===== config.mk =====
export PLATFORM = sky130hd
export DESIGN_NAME = ipc_flag_regs
export DESIGN_NICKNAME = d
export VERILOG_FILES = /design/src/rtl/ipc_flag_pkg.sv /design/src/rtl/ipc_side_decode.sv /design/src/rtl/ipc_flag_store.sv /design/src/rtl/ipc_irq_out.sv /design/src/rtl/ipc_flag_regs.sv
export SDC_FILE = /design/constraint.sdc
export NUM_CORES = 1
export LEC_CHECK = 0
export ABC_AREA = 1
export BUFFER_PORTS_ARGS = -buffer_cell sky130_fd_sc_hd__clkbuf_2
export CORE_MARGIN = 5
export CORE_UTILIZATION = 45
export CTS_CLUSTER_SIZE = 20
export DETAILED_ROUTE_END_ITERATION = 7
export GPL_TIMING_DRIVEN = 0
export PLACE_DENSITY_LB_ADDON = 0.2
export SYNTH_ARGS = -nofsm -noshare
export SYNTH_HDL_FRONTEND = slang
export SYNTH_SLANG_ARGS = --single-unit
export TNS_END_PERCENT = 20

===== constraint.sdc =====
create_clock -name clk -period 1.15 [get_ports clk]
set_clock_uncertainty 0.15 [all_clocks]
set_input_delay 0.115 -clock clk [delete_from_list [all_inputs] [get_ports clk]]
set_output_delay 0.115 -clock clk [all_outputs]
set_load 0.03 [all_outputs]

===== src/rtl/ipc_flag_pkg.sv =====
package ipc_flag_pkg;

    typedef enum logic [2:0] {
        SEL_NONE,
        SEL_SET,
        SEL_CLR,
        SEL_FLAG,
        SEL_ACK,
        SEL_STAT
    } reg_sel_e;

    localparam logic [31:0] OFS_SET  = 32'h00;
    localparam logic [31:0] OFS_CLR  = 32'h04;
    localparam logic [31:0] OFS_FLAG = 32'h08;
    localparam logic [31:0] OFS_ACK  = 32'h0C;
    localparam logic [31:0] OFS_STAT = 32'h10;

    function automatic reg_sel_e decode_sel(input logic [31:0] a);
        reg_sel_e r;
        r = SEL_NONE;
        if (a[1:0] == 2'b00) begin
            case (a)
                OFS_SET:  r = SEL_SET;
                OFS_CLR:  r = SEL_CLR;
                OFS_FLAG: r = SEL_FLAG;
                OFS_ACK:  r = SEL_ACK;
                OFS_STAT: r = SEL_STAT;
                default:  r = SEL_NONE;
            endcase
        end
        return r;
    endfunction

endpackage


===== src/rtl/ipc_side_decode.sv =====
module ipc_side_decode
    import ipc_flag_pkg::*;
#(
    parameter int ADDR_W    = 5,
    parameter int DATA_W    = 32,
    parameter bit IS_SENDER = 1'b1
) (
    input  logic              clk,
    input  logic              rst_n,
    input  logic              sel_i,
    input  logic              wr_i,
    input  logic [ADDR_W-1:0] addr_i,
    input  logic [DATA_W-1:0] wdata_i,
    input  logic [DATA_W-1:0] flags_i,
    output logic [DATA_W-1:0] set_o,
    output logic [DATA_W-1:0] clr_o,
    output logic [DATA_W-1:0] ack_o,
    output logic [DATA_W-1:0] rdata_o
);

    reg_sel_e sel_d;
    logic     wr_en_d;
    logic     rd_en_d;

    always_comb begin
        sel_d   = decode_sel(32'(addr_i));
        wr_en_d = sel_i & wr_i;
        rd_en_d = sel_i & ~wr_i;
    end

    generate
        if (IS_SENDER) begin : g_tx
            always_comb begin
                set_o   = (wr_en_d && sel_d == SEL_SET) ? wdata_i : '0;
                clr_o   = (wr_en_d && sel_d == SEL_CLR) ? wdata_i : '0;
                ack_o   = '0;
                rdata_o = (rd_en_d && sel_d == SEL_FLAG) ? flags_i : '0;
            end
        end else begin : g_rx
            always_comb begin
                set_o   = '0;
                clr_o   = '0;
                ack_o   = (wr_en_d && sel_d == SEL_ACK) ? wdata_i : '0;
                rdata_o = (rd_en_d && (sel_d == SEL_FLAG || sel_d == SEL_STAT))
                          ? flags_i : '0;
            end
        end
    endgenerate

    // Write-only registers never expose flag state
    assert_wo_read_zero_R6: assert property (@(posedge clk) disable iff (!rst_n)
        (rd_en_d && (sel_d == SEL_SET || sel_d == SEL_CLR || sel_d == SEL_ACK))
        |-> (rdata_o == '0));

    // Misaligned offsets decode to nothing
    assert_misalign_R10: assert property (@(posedge clk) disable iff (!rst_n)
        (sel_i && addr_i[1:0] != 2'b00)
        |-> ((set_o | clr_o | ack_o | rdata_o) == '0));

endmodule


===== src/rtl/ipc_flag_store.sv =====
module ipc_flag_store #(
    parameter int NUM_FLAGS = 32
) (
    input  logic                 clk,
    input  logic                 rst_n,
    input  logic [NUM_FLAGS-1:0] set_i,
    input  logic [NUM_FLAGS-1:0] clr_i,
    input  logic [NUM_FLAGS-1:0] ack_i,
    output logic [NUM_FLAGS-1:0] flags_o
);

    typedef struct packed {
        logic [NUM_FLAGS-1:0] flags;
    } store_t;

    store_t st_d, st_q;
    logic [NUM_FLAGS-1:0] kill_d;

    always_comb begin
        st_d       = st_q;
        kill_d     = clr_i | ack_i;
        st_d.flags = (st_q.flags | set_i) & ~kill_d;
    end

    always_ff @(posedge clk) begin
        if (!rst_n) st_q <= '0;
        else        st_q <= st_d;
    end

    assign flags_o = st_q.flags;

    assert_reset_R1: assert property (@(posedge clk)
        !rst_n |=> (st_q.flags == '0));

    assert_set_R2: assert property (@(posedge clk) disable iff (!rst_n)
        (|(set_i & ~(clr_i | ack_i)))
        |=> ((st_q.flags & $past(set_i & ~(clr_i | ack_i)))
             == $past(set_i & ~(clr_i | ack_i))));

    assert_hold_R3: assert property (@(posedge clk) disable iff (!rst_n)
        1'b1 |=> ((st_q.flags & $past(st_q.flags & ~(clr_i | ack_i)))
                  == $past(st_q.flags & ~(clr_i | ack_i))));

    // Clear or acknowledge always ends a flag at 0, even against a set
    assert_kill_wins_R5: assert property (@(posedge clk) disable iff (!rst_n)
        (|(clr_i | ack_i)) |=> ((st_q.flags & $past(clr_i | ack_i)) == '0));

endmodule


===== src/rtl/ipc_irq_out.sv =====
module ipc_irq_out #(
    parameter int NUM_IRQ = 4
) (
    input  logic               clk,
    input  logic               rst_n,
    input  logic [NUM_IRQ-1:0] flags_lo_i,
    input  logic [NUM_IRQ-1:0] ack_lo_i,
    output logic [NUM_IRQ-1:0] irq_o
);

    generate
        for (genvar k = 0; k < NUM_IRQ; k++) begin : g_line
            assign irq_o[k] = flags_lo_i[k];
        end
    endgenerate

    assert_irq_drop_R9: assert property (@(posedge clk) disable iff (!rst_n)
        (|ack_lo_i) |=> ((irq_o & $past(ack_lo_i)) == '0));

endmodule


===== src/rtl/ipc_flag_regs.sv =====
module ipc_flag_regs #(
    parameter int NUM_FLAGS = 32,
    parameter int NUM_IRQ   = 4,
    parameter int ADDR_W    = 5
) (
    input  logic                 clk,
    input  logic                 rst_n,
    input  logic                 tx_sel,
    input  logic                 tx_wr,
    input  logic [ADDR_W-1:0]    tx_addr,
    input  logic [NUM_FLAGS-1:0] tx_wdata,
    output logic [NUM_FLAGS-1:0] tx_rdata,
    input  logic                 rx_sel,
    input  logic                 rx_wr,
    input  logic [ADDR_W-1:0]    rx_addr,
    input  logic [NUM_FLAGS-1:0] rx_wdata,
    output logic [NUM_FLAGS-1:0] rx_rdata,
    output logic [NUM_IRQ-1:0]   irq_o
);

    localparam int DATA_W = NUM_FLAGS;

    logic [DATA_W-1:0] flags_q;
    logic [DATA_W-1:0] tx_set, tx_clr, tx_ack;
    logic [DATA_W-1:0] rx_set, rx_clr, rx_ack;
    logic [DATA_W-1:0] set_all, clr_all, ack_all;

    ipc_side_decode #(.ADDR_W(ADDR_W), .DATA_W(DATA_W), .IS_SENDER(1'b1)) i_tx_dec (
        .clk(clk), .rst_n(rst_n),
        .sel_i(tx_sel), .wr_i(tx_wr), .addr_i(tx_addr), .wdata_i(tx_wdata),
        .flags_i(flags_q),
        .set_o(tx_set), .clr_o(tx_clr), .ack_o(tx_ack), .rdata_o(tx_rdata)
    );

    ipc_side_decode #(.ADDR_W(ADDR_W), .DATA_W(DATA_W), .IS_SENDER(1'b0)) i_rx_dec (
        .clk(clk), .rst_n(rst_n),
        .sel_i(rx_sel), .wr_i(rx_wr), .addr_i(rx_addr), .wdata_i(rx_wdata),
        .flags_i(flags_q),
        .set_o(rx_set), .clr_o(rx_clr), .ack_o(rx_ack), .rdata_o(rx_rdata)
    );

    always_comb begin
        set_all = tx_set | rx_set;
        clr_all = tx_clr | rx_clr;
        ack_all = tx_ack | rx_ack;
    end

    ipc_flag_store #(.NUM_FLAGS(NUM_FLAGS)) i_store (
        .clk(clk), .rst_n(rst_n),
        .set_i(set_all), .clr_i(clr_all), .ack_i(ack_all),
        .flags_o(flags_q)
    );

    ipc_irq_out #(.NUM_IRQ(NUM_IRQ)) i_irq (
        .clk(clk), .rst_n(rst_n),
        .flags_lo_i(flags_q[NUM_IRQ-1:0]),
        .ack_lo_i(ack_all[NUM_IRQ-1:0]),
        .irq_o(irq_o)
    );

    // Bus ownership: the receiver side never raises or withdraws flags
    assert_rx_no_set_R8: assert property (@(posedge clk) disable iff (!rst_n)
        (rx_sel && rx_wr && !(tx_sel && tx_wr)) |=> ((flags_q & ~$past(flags_q)) == '0));

    // The sender side never acknowledges
    assert_tx_no_ack_R8: assert property (@(posedge clk) disable iff (!rst_n)
        (tx_sel && tx_wr && !(rx_sel && rx_wr) && tx_addr == ADDR_W'(32'h0C))
        |=> (flags_q == $past(flags_q)));

    // Flag and status views agree on the receiver side
    assert_views_R7: assert property (@(posedge clk) disable iff (!rst_n)
        (rx_sel && !rx_wr && (rx_addr == ADDR_W'(32'h08) || rx_addr == ADDR_W'(32'h10)))
        |-> (rx_rdata == flags_q));

endmodule


### Word-level counts from Yosys, hierarchy flattened

Cells that the tools add are included.

| storage, ports and cells | value |
|---|---|
| input port bits | 80 |
| register bits | 32 |
| logic and storage cells | 44 |

| cells by class | value |
|---|---|
| equality and inequality tests | 14 |
| bitwise operators | 10 |
| mux-type cells | 9 |
| reductions and logical operators | 10 |

Operators by type and width:

| cell | count |
|---|---|
| 32-bit 2-to-1 mux | 5 |
| 32-bit OR | 2 |
| 32-bit AND | 1 |
| 32-bit NOT | 1 |
| 3-bit case mux with 5 select lines | 2 |
| 5-bit by 4-bit equality test with 1-bit output, second input constant | 4 |
| 5-bit by 3-bit equality test with 1-bit output, second input constant | 2 |
| 5-bit equality test, second input constant | 2 |
| 5-bit logical NOT | 2 |
| 3-bit by 2-bit equality test with 1-bit output, second input constant | 3 |
| 3-bit equality test, second input constant | 2 |
| 3-bit 2-to-1 mux | 2 |
| 1-bit logical AND | 5 |
| 1-bit AND | 4 |
| 2-bit logical NOT | 2 |
| 3-bit by 1-bit equality test with 1-bit output, second input constant | 1 |
| 1-bit NOT | 2 |
| 1-bit logical OR | 1 |

### Longest topological paths before layout

| logic depth | value |
|---|---|
| depth in word-level cells | 9 |
| depth in mapped cells | 9 |
| mapped depth without buffers | 8 |

### By module

A second synthesis with hierarchy kept.

| unflattened totals | value |
|---|---|
| cells, all modules | 890 |
| area total of the unflattened synthesis | 4555.6 sq um |

Modules (own cells, without submodules):

| module | instances | area each (sq um) | cells an instance | seq. area each (sq um) |
|---|---|---|---|---|
| ipc_side_decode at i_rx_dec | 1 | 1228.7 | 214 | 0.0 |
| ipc_flag_store | 1 | 1167.4 | 164 | 640.6 |
| ipc_flag_regs | 1 | 1081.0 | 288 | 0.0 |
| ipc_side_decode at i_tx_dec | 1 | 1048.5 | 220 | 0.0 |
| ipc_irq_out | 1 | 30.0 | 4 | 0.0 |

### Worst setup path before layout

No wires, ideal clock.

| timing path | value |
|---|---|
| path kind | input to output |
| start | input port tx_addr[1] |
| end | output port tx_rdata[10] |
| stages | 6 |
| arrival time | 1037 ps |
| path buffers | 1 |
| path slack | -152 ps |
| data required time | 885 ps |
| cells stage by stage | nor2_2 -> nand2_1 -> nor2_1 -> nand3_2 -> buf_6 -> nor2_2 |

| on the way | value |
|---|---|
| longest elaborated chain between the ends | 6 |

RTL lines:

| what | RTL line | source |
|---|---|---|
| from (decl) | ipc_flag_regs.sv:10 | `input logic [ADDR_W-1:0] tx_addr,` |
| 5-bit equality test, or another cell as far along | ipc_flag_pkg.sv:22 | `case (a)` |
| 3-bit case mux with 5 select lines | ipc_flag_pkg.sv:22 |  |
| 3-bit 2-to-1 mux * | ipc_flag_pkg.sv:21 | `if (a[1:0] == 2'b00) begin` |
| 3-bit by 2-bit equality test with 1-bit output * | ipc_side_decode.sv:37 | `rdata_o = (rd_en_d && sel_d == SEL_FLAG) ? flags_i : '0;` |
| 1-bit logical AND * | ipc_side_decode.sv:37 |  |
| 32-bit 2-to-1 mux * | ipc_side_decode.sv:37 |  |
| to (decl) | ipc_flag_regs.sv:12 | `output logic [NUM_FLAGS-1:0] tx_rdata,` |

Every way passes the cells marked *; elsewhere a longest branch is shown, timed or not.

### Worst setup path in the final report

| timing path | value |
|---|---|
| start | input port tx_addr[1] |
| end | output port tx_rdata[8] |

Same word-level chain as after synthesis.

==> metrics.txt <==
# TYPE chip_impl_metric gauge
chip_impl_metric{name="ir_worst_vdd",unit="mV"} 0.4491
chip_impl_info{name="worstSetupStartpointType",value="primary input"} 1
chip_impl_info{name="failed_checks",value="setup timing"} 1
chip_impl_info{name="tritoncts",value="yes"} 1
chip_impl_metric{name="core_region_area",unit="um2"} 5540
chip_impl_metric{name="wirelength",unit="um"} 12780
chip_impl_metric{name="worstRegToRegCells",unit=""} 4
chip_impl_metric{name="postSynthRegisterBits",unit=""} 32
chip_impl_metric{name="setup-tns-final",unit="ns"} -19.87
chip_impl_metric{name="power_switching",unit="uW"} 744.4
chip_impl_metric{name="final_net_count",unit=""} 750
chip_impl_metric{name="first_global_vias",unit=""} 3946
chip_impl_metric{name="portBuffers",unit=""} 147
chip_impl_metric{name="tritoncts_num_sinks",unit=""} 32
chip_impl_metric{name="max_slew_margin",unit="%"} 62.48
chip_impl_metric{name="netlist_instances",unit=""} 477
chip_impl_metric{name="place.detailed.hpwl",unit="um"} 6616
chip_impl_metric{name="synth_warnings",unit=""} 0
chip_impl_info{name="kind_of_cell_adding_the_most_delay_to_the_critical_path",value="simple AND/OR/NAND/NOR gates"} 1
chip_impl_info{name="outcome",value="finished with violations"} 1
chip_impl_metric{name="number_of_flip_flops_under_the_largest_register_name",unit=""} 32
chip_impl_metric{name="finalCritPeriodShare",unit="%"} 126.4
chip_impl_info{name="cp_cell_sequence",value="buf_6 > nor2_4 > nand3_2 > nor2_4 > nand3_4 > buf_12 > nor2_4 > buf_8"} 1
chip_impl_info{name="synth_largest_area_cell",value="sky130_fd_sc_hd__dfxtp_1"} 1
chip_impl_metric{name="comb_power_share",unit="%"} 21.3
chip_impl_metric{name="grt_antenna_before_repair",unit=""} 0
chip_impl_metric{name="area_delta_synth_final",unit="%"} 99.90
chip_impl_metric{name="io_pins",unit=""} 148
chip_impl_metric{name="drtIter0Drc",unit=""} 283
chip_impl_metric{name="cts_inserted_buffers",unit=""} 5
chip_impl_metric{name="clockBufferDepth",unit=""} 2
chip_impl_metric{name="synth_fp_nets",unit=""} 557
chip_impl_metric{name="h-tree-depth",unit=""} 2
chip_impl_metric{name="critical_path_required_time",unit="ns"} 0.88
chip_impl_metric{name="power_frac_clock",unit="%"} 36.6
chip_impl_metric{name="critPathMaxFanout",unit=""} 10
chip_impl_metric{name="groute.usage.overall",unit="%"} 31.63
chip_impl_metric{name="die_w",unit="um"} 85.55
chip_impl_metric{name="fin_ws",unit="ns"} -0.3033
chip_impl_metric{name="routed-via-count",unit=""} 3989
chip_impl_metric{name="cp_num_cells",unit=""} 8
chip_impl_metric{name="worst_ep_arrival_time",unit="ns"} 1.19
chip_impl_metric{name="floorplan.die.height",unit="um"} 85.55
chip_impl_metric{name="pre_cts_ws",unit="ns"} -0.4292
chip_impl_metric{name="drcViolationCount",unit=""} 0
chip_impl_metric{name="yosysTopAreaCellShare",unit="%"} 24.94
chip_impl_metric{name="num_rows",unit=""} 27
chip_impl_metric{name="pwr-share-seq",unit="%"} 42.0
chip_impl_info{name="setup.worst_path.class",value="primary input to primary output"} 1
chip_impl_metric{name="number_of_unique_standard_cell_types_used_by_synthesis",unit=""} 15
chip_impl_metric{name="synth_seq_area_share",unit="%"} 24.94
chip_impl_metric{name="timing.critical_path.slowest_cell_delay",unit="ns"} 0.20
chip_impl_metric{name="share_of_layout_cells_above_drive_strength_1",unit="%"} 40.30
chip_impl_metric{name="grt_start_max_net_pins",unit=""} 11
chip_impl_info{name="critPathCaptureType",value="primary output"} 1
chip_impl_info{name="path_common_cell",value="sky130_fd_sc_hd__nor2_4"} 1
chip_impl_metric{name="clk_pin_slew",unit="ns"} 0.07
chip_impl_metric{name="cellInternalPower",unit="uW"} 1906
chip_impl_metric{name="total_leakage_power",unit="uW"} 0.002549
chip_impl_metric{name="slew_violations",unit=""} 0
chip_impl_metric{name="synth.avg_cell_area",unit="um2"} 5.385
chip_impl_metric{name="tightest_slew",unit="ns"} 0.5628
chip_impl_info{name="holdCritPathClass",value="primary input to flip-flop"} 1
chip_impl_metric{name="p_total",unit="uW"} 2650
chip_impl_metric{name="routabilityCongestion",unit=""} 0.8565
chip_impl_metric{name="drt_first_pass_iters",unit=""} 5
chip_impl_metric{name="worst_hold_path.num_cells",unit=""} 6
chip_impl_metric{name="route.detailed.wl_per_inst",unit="um"} 17.20
chip_impl_info{name="critical_path.slowest_cell",value="sky130_fd_sc_hd__buf_12"} 1
chip_impl_metric{name="post_drt_via_cell_ratio",unit=""} 5.369
chip_impl_info{name="yosys-top-cells-area",value="sky130_fd_sc_hd__dfxtp_1 25%, sky130_fd_sc_hd__nand2_1 15%, sky130_fd_sc_hd__nor2_1 15%"} 1
chip_impl_metric{name="grt.overflow.total",unit=""} 0
chip_impl_info{name="rsz0062_at_grt",value="yes"} 1
chip_impl_metric{name="timing.final.crit_period",unit="ns"} 1.453
chip_impl_metric{name="grt_pass1_wl",unit="um"} 18750
chip_impl_metric{name="path_buf_inv",unit=""} 3
chip_impl_info{name="buffer_cell_driving_the_clock_tree_root",value="sky130_fd_sc_hd__clkbuf_8"} 1
chip_impl_metric{name="worst_skew_pair.late_latency",unit="ns"} 0.29
chip_impl_metric{name="timing.max_cap.violations",unit=""} 0
chip_impl_info{name="mostFrequentLayoutCell",value="sky130_fd_sc_hd__nand2_1"} 1
chip_impl_metric{name="final_antenna_net_count",unit=""} 0
chip_impl_metric{name="netlist_area",unit="um2"} 2569
chip_impl_metric{name="initial_core_util",unit="%"} 46.36
chip_impl_metric{name="hold_viol_final",unit=""} 0
chip_impl_metric{name="switching_share",unit="%"} 28.09
chip_impl_metric{name="fmax",unit="GHz"} 0.6881
chip_impl_metric{name="powerDensity",unit="nW/um2"} 516.1
chip_impl_metric{name="setup_violations",unit=""} 92
chip_impl_metric{name="die_area",unit="um2"} 7319
chip_impl_info{name="layout.cells.most_common_list",value="102 x sky130_fd_sc_hd__nand2_1, 99 x sky130_fd_sc_hd__inv_1, 76 x sky130_fd_sc_hd__clkbuf_2"} 1
==> synthesized netlist by cell type (all sizes together) <==
cell type,instances
clkbuf,5
buf,23
nor2,136
nand4,2
nand3,68
inv,104
xor2,1
nand2,106
dfxtp,32
==> metrics by stage <==
step | hold slack, ns | std cells | util, % | instance area, um2
after floorplan | 0.1397 | 477 | - | 2851
after CTS | 0.01907 | 740 | 89.25 | 4945
after global routing | 0.04522 | 742 | 92.64 | 5132
after detailed placement | 0.2535 | 696 | 66.37 | 3677
after global placement | 0.2415 | 696 | 66.37 | 3677
final | 0.01999 | 743 | 92.68 | 5135
==> cell type report <==
| class | instances | area, um2 |
|---|---|---|
| Multi-Input combinational cell | 313 | 1831 |
| Timing Repair Buffer | 186 | 1824 |
| Sequential cell | 32 | 643.1 |
| Fill cell | 209 | 405.4 |
| Inverter | 104 | 390.4 |
| Buffer | 28 | 257.7 |
| Clock buffer | 7 | 96.34 |
| Tap cell | 72 | 90.09 |
| Antenna cell | 1 | 2.502 |
==> worst reg2reg max path, delay by kind of cell (launching register included) <==
| kind | cells | cell delay [ns] |
|---|---|---|
| AND/OR/NAND/NOR | 3 | 0.25 |
| buffers and inverters | 1 | 0.20 |
| flip-flops | 1 | 0.31 |
==> logic make-up (layout without fill, tap and decap cells) <==
logic type / Yosys count / count (layout) / synth area share [%]
and+or+nand+nor: 312 / 312 / 52.61
buffers and inverters: 132 / 325 / 22.11
DFF: 32 / 32 / 24.94
xor gates and xnor gates: 1 / 1 / 0.3410
other: 0 / 1 / 0
==> power groups by stage <==
| stage | registers, uW | clock network, uW | logic, uW |
|---|---|---|---|
| 2_1_floorplan | 1140 | 0 | 187 |
| 3_3_place_gp | 1140 | 0 | 380 |
| 3_5_place_dp | 1140 | 0 | 391 |
| 4_1_cts | 1110 | 956 | 498 |
| 5_1_grt | 1110 | 1020 | 605 |
| 6_report | 1110 | 971 | 565 |
==> final timing paths <==
| path | from | end | slack [ns] |
|---|---|---|---|
| hold reg to reg | i_store.flags_o[4] | i_store.flags_o[4] | 0.49 |
| setup reg to reg | i_store.flags_o[28] | i_store.flags_o[28] | 0.13 |
| setup / recovery | tx_addr[1] | tx_rdata[8] | -0.30 |
| hold / removal | rx_wdata[5] | i_store.flags_o[5] | 0.02 |
==> layer usage <==
layer	global-route usage (%)	vias up	wire [um]
met5	0	-	0
met4	14.10	0	459
met3	7.301	53	1170
met2	60.31	280	6866
met1	32.46	1881	4280
li1	-	1775	-
==> what timing repair did <==
action	in CTS	in global routing
pin swaps	3	4
endpoints found under the hold margin	31	0
buffers inserted	3	2
cloned	3	0
hold buffers	31	0
resized for setup	181	92
setup endpoints to repair	98	98
Power figures use the tool's default switching activity.
